==> src/rtl/evt_cnt_pkg.sv <==
package evt_cnt_pkg;

  localparam logic [1:0] MODE_EVENT = 2'b01;

  typedef enum logic [1:0] {
    EDGE_FALL = 2'b00,
    EDGE_RISE = 2'b01,
    EDGE_BOTH = 2'b10,
    EDGE_NONE = 2'b11
  } edgeSel_e;

  // Strobes passed from control to datapath, one cycle each
  typedef struct packed {
    logic decr;        // step counter down by one
    logic reloadCnt;   // wrap: counter takes the reload value
    logic loadBoth;    // halted write: counter and reload
    logic loadReload;  // running write: reload only
    logic setIrq;      // raise interrupt flag
    logic clrIrq;      // drop interrupt flag
  } cntStrobes_t;

endpackage

==> src/rtl/evt_edge_sync.sv <==
module evt_edge_sync #(
  parameter int STAGES = 2
) (
  input  logic clk,
  input  logic rstN,
  input  logic pinIn,
  output logic riseEv,
  output logic fallEv
);

  logic [STAGES-1:0] syncQ;
  logic              lastQ;

  for (genvar s = 0; s < STAGES; s++) begin : g_stage
    if (s == 0) begin : g_first
      always_ff @(posedge clk) begin
        if (!rstN) syncQ[0] <= 1'b0;
        else       syncQ[0] <= pinIn;
      end
    end else begin : g_next
      always_ff @(posedge clk) begin
        if (!rstN) syncQ[s] <= 1'b0;
        else       syncQ[s] <= syncQ[s-1];
      end
    end
  end

  always_ff @(posedge clk) begin
    if (!rstN) lastQ <= 1'b0;
    else       lastQ <= syncQ[STAGES-1];
  end

  assign riseEv =  syncQ[STAGES-1] & ~lastQ;
  assign fallEv = ~syncQ[STAGES-1] &  lastQ;

endmodule

==> src/rtl/evt_ctrl.sv <==
module evt_ctrl
  import evt_cnt_pkg::*;
(
  input  logic [1:0]  modeSel,
  input  logic        srcSel,
  input  logic [1:0]  edgeSel,
  input  logic        runBit,
  input  logic        wrEn,
  input  logic        chainPulse,
  input  logic        riseEv,
  input  logic        fallEv,
  input  logic        cntZero,
  input  logic        irqAck,
  input  logic        irqClear,
  output cntStrobes_t strobes
);

  logic extEv;
  logic srcEv;
  logic counting;
  logic evtQual;

  always_comb begin
    unique case (edgeSel_e'(edgeSel))
      EDGE_FALL: extEv = fallEv;
      EDGE_RISE: extEv = riseEv;
      EDGE_BOTH: extEv = riseEv | fallEv;
      default:   extEv = 1'b0;
    endcase
    srcEv    = srcSel ? chainPulse : extEv;
    counting = runBit && (modeSel == MODE_EVENT);
    evtQual  = counting && srcEv;

    strobes.decr       = evtQual && !cntZero;
    strobes.reloadCnt  = evtQual && cntZero;
    strobes.setIrq     = evtQual && cntZero;
    strobes.loadBoth   = wrEn && !runBit;
    strobes.loadReload = wrEn && runBit;
    strobes.clrIrq     = irqAck || irqClear;
  end

endmodule

==> src/rtl/evt_datapath.sv <==
module evt_datapath
  import evt_cnt_pkg::*;
#(
  parameter int CNT_W = 16
) (
  input  logic             clk,
  input  logic             rstN,
  input  cntStrobes_t      strobes,
  input  logic [CNT_W-1:0] wrData,
  output logic [CNT_W-1:0] cntQ,
  output logic             cntZero,
  output logic             irqFlag,
  output logic             ufPulse
);

  logic [CNT_W-1:0] reloadQ;

  always_ff @(posedge clk) begin
    if (!rstN) begin
      reloadQ <= '0;
    end else if (strobes.loadBoth || strobes.loadReload) begin
      reloadQ <= wrData;
    end
  end

  // Halted write wins; a running write never reaches the counter
  always_ff @(posedge clk) begin
    if (!rstN) begin
      cntQ <= '0;
    end else if (strobes.loadBoth) begin
      cntQ <= wrData;
    end else if (strobes.reloadCnt) begin
      cntQ <= reloadQ;
    end else if (strobes.decr) begin
      cntQ <= cntQ - 1'b1;
    end
  end

  // A new request outranks a clear in the same cycle
  always_ff @(posedge clk) begin
    if (!rstN) begin
      irqFlag <= 1'b0;
      ufPulse <= 1'b0;
    end else begin
      ufPulse <= strobes.reloadCnt;
      if (strobes.setIrq)      irqFlag <= 1'b1;
      else if (strobes.clrIrq) irqFlag <= 1'b0;
    end
  end

  assign cntZero = (cntQ == '0);

endmodule

==> src/rtl/evt_down_counter.sv <==
module evt_down_counter
  import evt_cnt_pkg::*;
#(
  parameter int CNT_W       = 16,
  parameter int SYNC_STAGES = 2
) (
  input  logic             clk,
  input  logic             rstN,
  input  logic             extPin,
  input  logic             chainPulse,
  input  logic [1:0]       modeSel,
  input  logic             srcSel,
  input  logic [1:0]       edgeSel,
  input  logic             runBit,
  input  logic             wrEn,
  input  logic [CNT_W-1:0] wrData,
  input  logic             irqAck,
  input  logic             irqClear,
  output logic [CNT_W-1:0] cntOut,
  output logic             irqFlag,
  output logic             ufPulse
);

  cntStrobes_t strobes;
  logic        riseEv;
  logic        fallEv;
  logic        cntZero;

  evt_edge_sync #(.STAGES(SYNC_STAGES)) u_sync (
    .clk    (clk),
    .rstN   (rstN),
    .pinIn  (extPin),
    .riseEv (riseEv),
    .fallEv (fallEv)
  );

  evt_ctrl u_ctrl (
    .modeSel    (modeSel),
    .srcSel     (srcSel),
    .edgeSel    (edgeSel),
    .runBit     (runBit),
    .wrEn       (wrEn),
    .chainPulse (chainPulse),
    .riseEv     (riseEv),
    .fallEv     (fallEv),
    .cntZero    (cntZero),
    .irqAck     (irqAck),
    .irqClear   (irqClear),
    .strobes    (strobes)
  );

  evt_datapath #(.CNT_W(CNT_W)) u_dp (
    .clk     (clk),
    .rstN    (rstN),
    .strobes (strobes),
    .wrData  (wrData),
    .cntQ    (cntOut),
    .cntZero (cntZero),
    .irqFlag (irqFlag),
    .ufPulse (ufPulse)
  );

endmodule

==> config.mk <==
export PLATFORM = sky130hd
export DESIGN_NAME = evt_down_counter
export DESIGN_NICKNAME = d
export VERILOG_FILES = /design/src/rtl/evt_cnt_pkg.sv /design/src/rtl/evt_edge_sync.sv /design/src/rtl/evt_ctrl.sv /design/src/rtl/evt_datapath.sv /design/src/rtl/evt_down_counter.sv
export SDC_FILE = /design/constraint.sdc
export NUM_CORES = 1
export LEC_CHECK = 0
export ABC_AREA = 1
export CORE_AREA = 2 2 88 90
export DETAILED_ROUTE_END_ITERATION = 7
export DIE_AREA = 0 0 90 92
export PLACE_DENSITY_LB_ADDON = 0.1
export SLEW_MARGIN = 20
export SYNTH_ARGS = -nofsm -noshare
export SYNTH_HDL_FRONTEND = slang
export SYNTH_HIERARCHICAL = 1
export SYNTH_SLANG_ARGS = --single-unit
==> constraint.sdc <==
create_clock -name clk -period 2.25 [get_ports clk]
set_input_delay 0.5625 -clock clk [delete_from_list [all_inputs] [get_ports clk]]
set_output_delay 0.5625 -clock clk [all_outputs]
set_load 0.005 [all_outputs]
# After elaboration in Yosys (flattened, before gate mapping)
# Cells that the tools add are included.
# op_classes
add_sub_neg	1
multipliers	0
div	0
magnitude_cmp	0
eq_ne	3
n_shift	0
muxes	7
bitwise_logic	5
reduce_logical	14
# op_table
cell	count
2-to-1 mux 16 bit	3
logical NOT 16 bit	1
subtractor 16 x 1 -> 16 bit (second input constant)	1
logical AND 1 bit	6
== test 2 x 1 -> 1 bit (second input constant)	2
2-to-1 mux 1 bit	3
one-hot mux 1 bit (3 select lines)	1
nonzero test 3 bit	1
bitwise AND 1 bit	2
== test 2 bit (second input constant)	1
logical NOT 1 bit	2
logical NOT 2 bit	1
logical OR 1 bit	2
NOT 1 bit	2
nonzero test 2 bit	1
bitwise OR 1 bit	1
# word_totals
register_bits	37
latch_bits	0
mem_bits_rw	0
rom_bits	0
in_bits	29
output_inout_bits	18
elab_cells	37
mem_count	0

# Logic depth before layout (Yosys ltp)
# Gate-level depths: netlist (run 1).
# depth
word_depth	10
ltp_mapped	16

# By module
# Netlist (run 1), hierarchy kept.
# modules_own_cells
module	instances	cells_per_inst	area_each_um2	seq_area_each_um2
evt_datapath	1	307	1944.4	680.7
evt_ctrl	1	21	101.3	0.0
evt_edge_sync	1	13	100.1	60.1

# Worst setup path after synthesis (run 1)
# Ideal clock, no wire load.
# synth_timing
path_kind	register -> register
startpoint	register u_dp.cntQ[0]
endpoint	register u_dp.cntQ[15]
setup_time_ns	0.121
arrival_ns	2.004
path_slack_ns	0.124
path_stages_with_launch	16
path_buffers	1
synth_period_minus_slack_ns	2.126
cell_sequence	dfxtp_1 -> inv_1 -> ha_1 -> nand2_2 -> nor2_8 -> nand3_2 -> nor4_1 -> inv_1 -> nor2_1 -> buf_4 -> nor2_1 -> nand2_2 -> inv_2 -> a22o_1 -> inv_1 -> a21oi_2
# synth_lines
element	line_no	source
start: declaration	evt_datapath.sv:10	output logic [CNT_W-1:0] cntQ,
start signal: assignment	evt_datapath.sv:31	cntQ <= wrData;
start signal: assignment	evt_datapath.sv:33	cntQ <= reloadQ;
start signal: assignment	evt_datapath.sv:35	cntQ <= cntQ - 1'b1;

==> flow_metrics.py, run 1 <==
metrics = {
    "outcome": {
        "status": "finished clean",
    },
    "setup_path": {
        "end_kind": "flop",
        "crit_type": "reg2reg",
        "crit_arrival_ns": 2.30,
        "crit_fanout": 5,
        "startpoint_type": "flop",
        "required_ns": 2.40,
    },
    "synth": {
        "syn_area_mm2": 0.002146,
        "syn_nets": 371,
        "synthAdderAreaFrac_pct": 0.5831,
        "synth_compound_area_share_pct": 15.57,
        "synth_top_family_by_area": "simple AND/OR/NAND/NOR gates",
        "ys_seq_area_share_pct": 34.52,
        "yosysWarningCount": 6,
        "synth_cell_type_count": 29,
        "yosys.area.top_type": "dfxtp_1",
        "synth.mux.area_fraction_pct": 0,
        "synth_area_per_cell_um2": 6.293,
        "synth.area.top_cells": "dfxtp_1 (35%), nor2_1 (14%), nand2_1 (12%), inv_1 (7.2%), o21ai_0 (6.5%)",
        "synth_cells": 341,
        "yosysTopAreaCellShare_pct": 34.52,
        "synthXorXnorAreaFrac_pct": 0,
        "synth-simple-area-share_pct": 38.19,
        "synth_seq_cells": 37,
    },
    "final_layout": {
        "final_cell_area_mm2": 0.003144,
        "drive_gt1_share_pct": 19.71,
        "fin_nets": 450,
        "diodes": 0,
        "fillers": 823,
        "syn2layout_area_growth_pct": 46.53,
    },
    "placement": {
        "post-dp-hpwl_um": 4894,
        "place_congestion": 0.8142,
        "buffer_ports.inserted": 46,
        "placed_cell_area_mm2": 0.002963,
        "dp_slack_ns": -0.1976,
    },
    "cts": {
        "clockBufferDepth": 2,
        "cts_tree": "done",
        "cts_max_level": 2,
        "clkSinkCount": 37,
        "cts_buffers": 5,
        "insertion_delay_ns": 0.28,
        "path_clk_slew_ns": 0.07,
        "hold_buffers": 0,
        "cts_root_buf": "clkbuf_8",
    },
    "route": {
        "drc_errors": 0,
        "num_vias": 2356,
        "drtAntennaViolNets": 0,
        "wl_um": 6583,
        "first_pass_iters": 4,
        "wire_per_inst_um": 12.59,
        "viasPerCell": 4.505,
        "first_iter_violations": 72,
    },
    "sta": {
        "tightest_slew_ns": 0.7600,
        "timing_max_transition_violations_final": 0,
        "fmax_mhz": 463.9,
        "final-hold-violation-count": 0,
        "rsz0062_at_grt": "true",
        "skew_ns": 0.004355,
        "setup_violations": 0,
        "fin_crit_ns": 2.155,
        "relSlewSlack_pct": 49.28,
        "layout_setup_ws_ns": 0.09454,
        "finalCritPeriodShare_pct": 95.80,
    },
    "floorplan": {
        "num_rows": 32,
        "start_util_pct": 28.81,
        "die_w_um": 90,
        "design.die.area_mm2": 0.008280,
        "core_mm2": 0.007447,
        "io_pins": 47,
        "die_h_um": 92,
    },
    "power": {
        "ir_drop_uv": 291.7,
        "seqPwrFrac_pct": 41.4,
        "pwr-share-comb_pct": 32.7,
        "p_leak_nw": 1.464,
        "power.density_mw_per_mm2": 560.0,
        "sw_frac_of_total_pct": 32.21,
        "clock_power_share_pct": 25.9,
        "net-switching-power_uw": 567.1,
        "p_int_mw": 1.194,
    },
    "worst_hold_path": {
        "holdCritPathClass": "reg2reg",
    },
    "global_routing": {
        "grt_pass1_wl_um": 11010,
        "antenna_found_initial": 0,
        "grt_usage_pct": 16.70,
        "grt_max_degree": 22,
        "grt_pass1_vias": 2321,
        "gr-total-overflow": 0,
    },
    "run": {
        "max_cap_viol_count": 0,
    },
}
-- worst paths after layout --
| kind | from | endpoint | slack, ns | cells after the start |
|---|---|---|---|---|
| worst max-delay path | u_dp/cntQ[0] | u_dp/cntQ[10] | 0.09 | 15 |
| worst min-delay path | u_sync/syncQ[0] | u_sync/syncQ[1] | 0.42 | 2 |
| worst max register to register | u_dp/cntQ[0] | u_dp/cntQ[10] | 0.09 | 15 |
| worst min register to register | u_sync/syncQ[0] | u_sync/syncQ[1] | 0.42 | 2 |
-- registers in the layout, summed over array words and instances (netlist names) --
signal and count:
u_sync/syncQ 2, u_dp/irqFlag 1, u_dp/cntQ 16, u_sync/lastQ 1, u_dp/reloadQ 16, u_dp/ufPulse 1
-- what timing repair did --
item,4_1_cts,5_1_grt
hold endpoints to repair,0,0
endpoints found under the setup margin,11,16
pin swaps,0,8
buffers inserted,0,3
gates resized for setup,3,21
-- cells in the mapped netlist --
cell,count
a21oi_1,12
a21oi_2,5
a22o_1,2
a31oi_1,3
buf_2,6
buf_4,3
clkbuf_1,1
clkbuf_2,2
dfxtp_1,37
ha_1,1
inv_1,41
inv_2,5
nand2_1,70
nand2_2,5
nand3_1,17
nand3_2,2
nand3b_1,1
nor2_1,78
nor2_2,7
nor2_4,3
nor2_8,1
nor3_1,2
nor4_1,1
o211ai_1,3
o21ai_0,28
o21ai_1,1
o21ai_2,1
o221ai_1,2
or2_1,1
-- power by group through the flow --
stage / clock [mW] / sequential [mW] / combinational [mW]
2_1_floorplan: 0 / 0.747 / 0.300
3_3_place_gp: 0 / 0.741 / 0.543
3_5_place_dp: 0 / 0.741 / 0.546
4_1_cts: 0.482 / 0.728 / 0.553
5_1_grt: 0.502 / 0.735 / 0.648
6_report: 0.457 / 0.729 / 0.575
-- per-stage QoR --
step           utilization (%)  setup TNS [ns]  total power, mW  hold WS, ns  cells
2_1_floorplan                -               0            1.047       0.3900    341
3_3_place_gp             39.78          -1.656            1.284       0.3952    513
3_5_place_dp             39.78          -2.046            1.287       0.4029    513
4_1_cts                  41.10               0            1.763       0.4220    521
5_1_grt                  42.22        -0.02353            1.884       0.4604    523
6_report                 42.22               0            1.761       0.4157    523
-- critical path, stage by stage (launching register included) --
cell	delay, ns
dfxtp_2	0.33
inv_2	0.07
ha_4	0.14
nand2_4	0.07
nor2_8	0.13
nand3_4	0.09
nor4_4	0.26
inv_1	0.07
nor2_1	0.09
buf_4	0.17
nor2_4	0.05
nand2_4	0.12
buf_4	0.14
o21ai_0	0.10
a21oi_1	0.15
nor2_1	0.05
-- placed cells by master, fill, tap and decap left out, types with 2 or more instances in the layout --
master           netlist  final
a21oi_1               12     12
a21oi_2                5      5
a22o_1                 2      2
a31oi_1                3      3
buf_12                 0      2
buf_4                  3     34
buf_6                  0      2
clkbuf_1               1      3
clkbuf_8               0      5
clkdlybuf4s50_1        0     46
dfxtp_1               37     36
inv_1                 41     38
inv_2                  5      7
nand2_1               70     70
nand2_2                5      3
nand2_4                0      2
nand3_1               17     17
nor2_1                78     73
nor2_2                 7     11
nor2_4                 3      4
nor3_1                 2      2
o211ai_1               3      3
o21ai_0               28     27
o21ai_1                1      2
o221ai_1               2      2
-- final cells by class --
cell class / instances / area (um^2) / area share (%)
flip-flops and latches: 37 / 742.0 / 23.60
clock buffers: 8 / 80.08 / 2.547
inverters: 46 / 180.2 / 5.730
multi-input cells: 246 / 1236 / 39.32
repair buffers: 84 / 778.2 / 24.75
well taps: 102 / 127.6 / 4.059
-- cells by family (layout without fill, tap and decap cells) --
group / count (synthesis) / in the layout
compound gates: 57 / 57
fa+ha+maj: 1 / 1
buf+inv: 58 / 138
flops: 37 / 37
simple gates: 188 / 188
-- layer usage --
| layer | share of wire, % | wire, um | global-route usage [%] | up-vias |
|---|---|---|---|---|
| li1 | - | - | - | 1229 |
| met1 | 47 | 3080 | 21.09 | 1069 |
| met2 | 47 | 3101 | 28.20 | 50 |
| met3 | 4.2 | 277 | 3.451 | 8 |
| met4 | 1.9 | 124 | 6.026 | 0 |
| met5 | 0 | 0 | 0 | - |
Power figures use the tool's default switching activity.
==> run 2, diff against run 1 <==
--- a/config.mk
+++ b/config.mk
@@ -7,6 +7,7 @@
 export LEC_CHECK = 0
 export ABC_AREA = 1
 export CORE_AREA = 2 2 88 90
+export CTS_BUF_LIST = sky130_fd_sc_hd__clkbuf_2
 export DETAILED_ROUTE_END_ITERATION = 7
 export DIE_AREA = 0 0 90 92
 export PLACE_DENSITY_LB_ADDON = 0.1
==> constraint.sdc (replaced) <==
create_clock -name clk -period 2.25 [get_ports clk]
set_input_delay 0.5625 -clock clk [delete_from_list [all_inputs] [get_ports clk]]
set_output_delay 0.5625 -clock clk [all_outputs]
set_load 0.05 [all_outputs]
==> run 2 against run 1 <==
Against the previous run:
- flip-flop and latch count unchanged
- combinational power grew 11%
- register-to-register slack improved by 0.06 ns
- highest routed layer unchanged
==> flow_metrics.py, run 2 (synthesized netlist as in run 1, its figures left out) <==
metrics = {
    "sta": {
        "skew_ns": 0.01832,
        "layout_setup_ws_ns": 0.1252,
        "finalCritPeriodShare_pct": 94.43,
        "setup_violations": 0,
        "fin_crit_ns": 2.125,
        "tightest_slew_ns": 0.6481,
        "final-hold-violation-count": 0,
        "rsz0062_at_grt": "true",
        "relSlewSlack_pct": 56.75,
        "holdWs_ns": 0.4426,
        "timing_max_transition_violations_final": 0,
        "fmax_mhz": 470.6,
    },
    "global_routing": {
        "antenna_found_initial": 0,
        "grt_pass1_vias": 2239,
        "gr-total-overflow": 0,
        "grt_max_degree": 19,
        "grt_pass1_wl_um": 10760,
        "grt_usage_pct": 16.30,
    },
    "floorplan": {
        "num_rows": 32,
        "design.die.area_mm2": 0.008280,
        "io_pins": 47,
        "start_util_pct": 28.81,
        "die_w_um": 90,
        "core_mm2": 0.007447,
        "die_h_um": 92,
    },
    "placement": {
        "placed_cell_area_mm2": 0.002958,
        "buffer_ports.inserted": 46,
        "dp_slack_ns": -0.1820,
        "place_congestion": 0.8674,
        "post-dp-hpwl_um": 4909,
    },
    "cts": {
        "cts_tree": "done",
        "cts_max_level": 2,
        "cts_buffers": 5,
        "insertion_delay_ns": 0.40,
        "clockBufferDepth": 2,
        "cts_root_buf": "clkbuf_2",
        "clkSinkCount": 37,
        "path_clk_slew_ns": 0.18,
        "hold_buffers": 0,
        "post_cts_buffers": 0,
    },
    "final_layout": {
        "top_regs": "u_dp/cntQ (16), u_dp/reloadQ (16), u_sync/syncQ (2)",
        "fin_nets": 449,
        "drive_gt1_share_pct": 24.29,
        "final_cell_mix": "nand2_1 (69), nor2_1 (68), inv_1 (37)",
        "diodes": 0,
        "final_cell_area_mm2": 0.003194,
        "fillers": 839,
        "syn2layout_area_growth_pct": 48.86,
        "utilization_pct": 42.89,
        "final_common_cell": "nand2_1",
    },
    "setup_path": {
        "crit_fanout": 2,
        "crit_type": "reg2out",
        "end_kind": "primary output",
        "critical_path_cell_count": 1,
        "required_ns": 1.69,
        "worst_r2r_path_depth": 16,
        "critical_path.top_delay_family": "buffers and inverters",
        "crit_buf_inv": 1,
        "cpMaxStageDelayCell": "clkdlybuf4s50_1",
        "cp_slowest_stage_delay_ns": 0.80,
        "crit_chain": "clkdlybuf4s50_1",
        "startpoint_type": "flop",
        "crit_arrival_ns": 1.56,
    },
    "route": {
        "first_iter_violations": 90,
        "num_vias": 2309,
        "wire_per_inst_um": 12.72,
        "wl_um": 6639,
        "viasPerCell": 4.423,
        "first_pass_iters": 4,
        "drc_errors": 0,
        "drtAntennaViolNets": 0,
    },
    "power": {
        "p_leak_nw": 1.574,
        "ir_drop_uv": 223.0,
        "power.density_mw_per_mm2": 529.9,
    },
    "run": {
        "max_cap_viol_count": 0,
    },
    "worst_hold_path": {
        "holdCritPathClass": "reg2reg",
        "worstHoldPathCells": 2,
    },
    "outcome": {
        "status": "finished clean",
    },
}
==> run 2: changes by cell type in the layout (fill, tap and decap cells not counted), sizes merged <==
cell,change
clkdlybuf4s50,-16
dlygate4sd2,+14
buf,-3
clkbuf,+2
dlymetal6s2s,+2
==> run 2: repair_timing <==
item                                    in CTS  in global routing
endpoints found under the setup margin      15                 18
gates resized for setup                     15                 50
cloned                                       0                  2
pin swaps                                    0                 12
==> run 2: final timing paths <==
| path | start | endpoint | slack (ns) |
|---|---|---|---|
| worst min-delay path | u_sync/syncQ[0] | u_sync/syncQ[1] | 0.44 |
| worst max-delay path | u_dp/irqFlag | irqFlag | 0.13 |
| worst min register to register | u_sync/syncQ[0] | u_sync/syncQ[1] | 0.44 |
| worst max register to register | u_dp/cntQ[1] | u_dp/cntQ[10] | 0.15 |
==> run 2: power breakdown <==
group          leakage [nW]  total (mW)  switching (mW)  internal [mW]
logic                  1.24       0.638           0.371          0.267
registers             0.306       0.733          0.0314          0.701
clock network        0.0332       0.322           0.230         0.0917
==> run 2: final cells by class <==
class                   instances  area (um^2)  share of cell area [%]
repair buffers                 83        804.5                   25.19
inverters                      46        185.2                   5.797
multi-input cells             246         1294                   40.50
flip-flops and latches         37        743.2                   23.27
clock buffers                   8        40.04                   1.253
well taps                     102        127.6                   3.995
==> run 2: tightest hold or removal path, stage by stage (launching register included) <==
cell,delay (ns)
dfxtp_1,0.34
nand2_1,0.06
inv_1,0.04
==> run 2: through the flow <==
step           power (mW)  setup TNS [ns]  cells
5_1_grt             1.822         -0.1151    522
3_3_place_gp        1.343          -1.222    512
3_5_place_dp        1.347          -1.966    512
6_report            1.693               0    522
4_1_cts             1.664               0    520
2_1_floorplan       1.109               0    341
==> run 2: routing by layer <==
layer / global-route usage (%) / vias up / routed length (um)
met1: 21.26 / 1040 / 3198
met5: 0 / - / 0
met3: 3.205 / 4 / 239
met2: 27.44 / 40 / 3150
li1: - / 1225 / -
met4: 4.615 / 0 / 51
==> run 3, diff against run 2 <==
--- a/config.mk
+++ b/config.mk
@@ -6,10 +6,11 @@
 export NUM_CORES = 1
 export LEC_CHECK = 0
 export ABC_AREA = 1
-export CORE_AREA = 2 2 88 90
+export CORE_AREA = 2 2 82 84
 export CTS_BUF_LIST = sky130_fd_sc_hd__clkbuf_2
 export DETAILED_ROUTE_END_ITERATION = 7
-export DIE_AREA = 0 0 90 92
+export DIE_AREA = 0 0 84 86
+export HOLD_SLACK_MARGIN = 0.15
 export PLACE_DENSITY_LB_ADDON = 0.1
 export SLEW_MARGIN = 20
 export SYNTH_ARGS = -nofsm -noshare
==> run 3 against run 2 <==
Against the previous run:
- via count grew 1.3%
- non-clock buffer count grew 1
- utilization grew 5.3 points
- sequential power is essentially flat
- final cell count shrank 4.6%
- critical path type unchanged
- critical endpoint unchanged
- largest cell class unchanged
- largest power group unchanged
==> flow_metrics.py, run 3 (synthesized netlist as in run 1, its figures left out) <==
metrics = {
    "power": {
        "p_leak_nw": 1.522,
        "p_int_mw": 1.050,
        "sw_frac_of_total_pct": 37.33,
        "net-switching-power_uw": 625.2,
        "pwr-share-comb_pct": 36.7,
        "clock_power_share_pct": 19.7,
        "seqPwrFrac_pct": 43.6,
        "ir_drop_uv": 293.4,
        "total_power_mw": 1.675,
        "power.density_mw_per_mm2": 553.8,
    },
    "setup_path": {
        "crit_chain": "clkdlybuf4s50_1",
        "crit_arrival_ns": 1.57,
        "ff2ff_setup_slack_ns": 0.13,
        "crit_type": "reg2out",
        "required_ns": 1.69,
        "worst_r2r_path_depth": 14,
        "crit-reg2reg-launch": "u_dp/cntQ[6]",
        "critical_path.top_delay_family": "buffers and inverters",
        "cp_slowest_stage_delay_ns": 0.80,
        "startpoint": "u_dp/irqFlag",
        "startpoint_type": "flop",
        "crit_fanout": 2,
        "cpMaxStageDelayCell": "clkdlybuf4s50_1",
        "end_kind": "primary output",
        "r2r-end": "u_dp/cntQ[0]",
        "crit_buf_inv": 1,
    },
    "route": {
        "first_iter_violations": 68,
        "first_pass_iters": 4,
        "drc_errors": 0,
        "wl_um": 6386,
        "wire_per_inst_um": 12.82,
        "drtAntennaViolNets": 0,
        "viasPerCell": 4.699,
        "num_vias": 2340,
    },
    "sta": {
        "skew_ns": 0.02533,
        "setup_violations": 0,
        "fin_tns_setup_ns": 0,
        "fin_crit_ns": 2.135,
        "finalCritPeriodShare_pct": 94.89,
        "rsz0062_at_grt": "true",
        "relSlewSlack_pct": 49.89,
        "tightest_slew_ns": 0.7508,
        "timing_max_transition_violations_final": 0,
        "final-hold-violation-count": 0,
        "layout_setup_ws_ns": 0.1150,
        "fmax_mhz": 468.4,
    },
    "cts": {
        "cts_buffers": 5,
        "clkSinkCount": 37,
        "path_clk_slew_ns": 0.19,
        "cts_root_buf": "clkbuf_2",
        "cts_max_level": 2,
        "clockBufferDepth": 2,
        "cts_tree": "done",
        "insertion_delay_ns": 0.41,
    },
    "worst_hold_path": {
        "holdCritPathClass": "reg2reg",
        "worstHoldPathCells": 2,
        "min_to": "u_sync/syncQ[1]",
        "min-delay-start": "u_sync/syncQ[0]",
    },
    "placement": {
        "place_congestion": 0.8568,
        "buffer_ports.inserted": 46,
        "placed_cell_area_mm2": 0.002887,
        "post-dp-hpwl_um": 4623,
        "dp_slack_ns": -0.2313,
    },
    "global_routing": {
        "grt_pass1_wl_um": 10570,
        "use_met2_pct": 32.22,
        "gr-max-usage-layer": "met2",
        "met3_usage_pct": 3.176,
        "antenna_found_initial": 0,
        "grt_usage_pct": 18.34,
        "grt_max_degree": 22,
        "gr-total-overflow": 0,
        "grt_pass1_vias": 2251,
        "grt_use_met1_pct": 22.92,
    },
    "floorplan": {
        "die_h_um": 86,
        "design.die.area_mm2": 0.007224,
        "die_w_um": 84,
        "num_rows": 29,
        "start_util_pct": 34.18,
        "core_mm2": 0.006277,
        "io_pins": 47,
    },
    "final_layout": {
        "drive_gt1_share_pct": 20.43,
        "final_cell_mix": "nor2_1 (75), nand2_1 (70), inv_1 (38)",
        "diodes": 0,
        "syn2layout_area_growth_pct": 40.93,
        "utilization_pct": 48.18,
        "final_cell_area_mm2": 0.003024,
        "final_common_cell": "nor2_1",
        "fin_nets": 450,
        "top_regs": "u_dp/cntQ (16), u_dp/reloadQ (16), u_sync/syncQ (2)",
    },
    "outcome": {
        "status": "finished clean",
    },
    "run": {
        "max_cap_viol_count": 0,
    },
}
==> run 3: worst reg2reg max path: stages (launching register included) <==
cell and delay, ns:
dfxtp_1 0.36, nor2_1 0.17, nand2_1 0.11, inv_1 0.12
nand3_4 0.10, nor4_4 0.21, buf_4 0.15, inv_2 0.04
nor2_4 0.15, inv_2 0.08, buf_4 0.16, o21ai_1 0.15
o221ai_1 0.13, nand2_1 0.08, inv_1 0.03
==> run 3: cell type report <==
type | count | area [um^2]
inverters | 46 | 175.2
multi-input cells | 246 | 1225
repair buffers | 84 | 744.5
fillers | 670 | 3253
clock buffers | 8 | 40.04
flip-flops and latches | 37 | 743.2
well taps | 77 | 96.34
==> run 3: worst max-delay path by stage <==
stage          slack (ns)       endpoint  cells past startpoint
6_report             0.11        irqFlag                      1
5_1_grt             -0.02   u_dp/cntQ[7]                     14
4_1_cts              0.01      cntOut[1]                      2
3_5_place_dp        -0.23   u_dp/cntQ[6]                     13
3_3_place_gp        -0.20  u_dp/cntQ[15]                     15
2_1_floorplan       0.003  u_dp/cntQ[15]                     15
==> run 3: power by group through the flow <==
| stage | registers, mW | logic (mW) | clock network, mW |
|---|---|---|---|
| CTS | 0.729 | 0.588 | 0.344 |
| finish | 0.731 | 0.614 | 0.330 |
| global placement | 0.742 | 0.591 | 0 |
| floorplan | 0.809 | 0.300 | 0 |
| global route | 0.738 | 0.683 | 0.362 |
| detailed placement | 0.743 | 0.594 | 0 |
==> run 3: repair_timing <==
action                                  CTS  global route
buffers inserted                          0             5
endpoints found under the setup margin   31            17
resized for setup                        18            18
pin swaps                                 0             4
hold buffers                              0             0
==> run 3: through the flow <==
stage,std cells,hold slack (ns)
finish,498,0.4306
global route,498,0.4460
CTS,493,0.4335
detailed placement,485,0.4001
global placement,485,0.3931
floorplan,341,0.3900
==> run 3: layer usage <==
metal	share of wire (%)	vias up
met1	46	1048
li1	-	1225
met2	48	60
met4	1.0	0
met5	0	-
met3	5.2	7
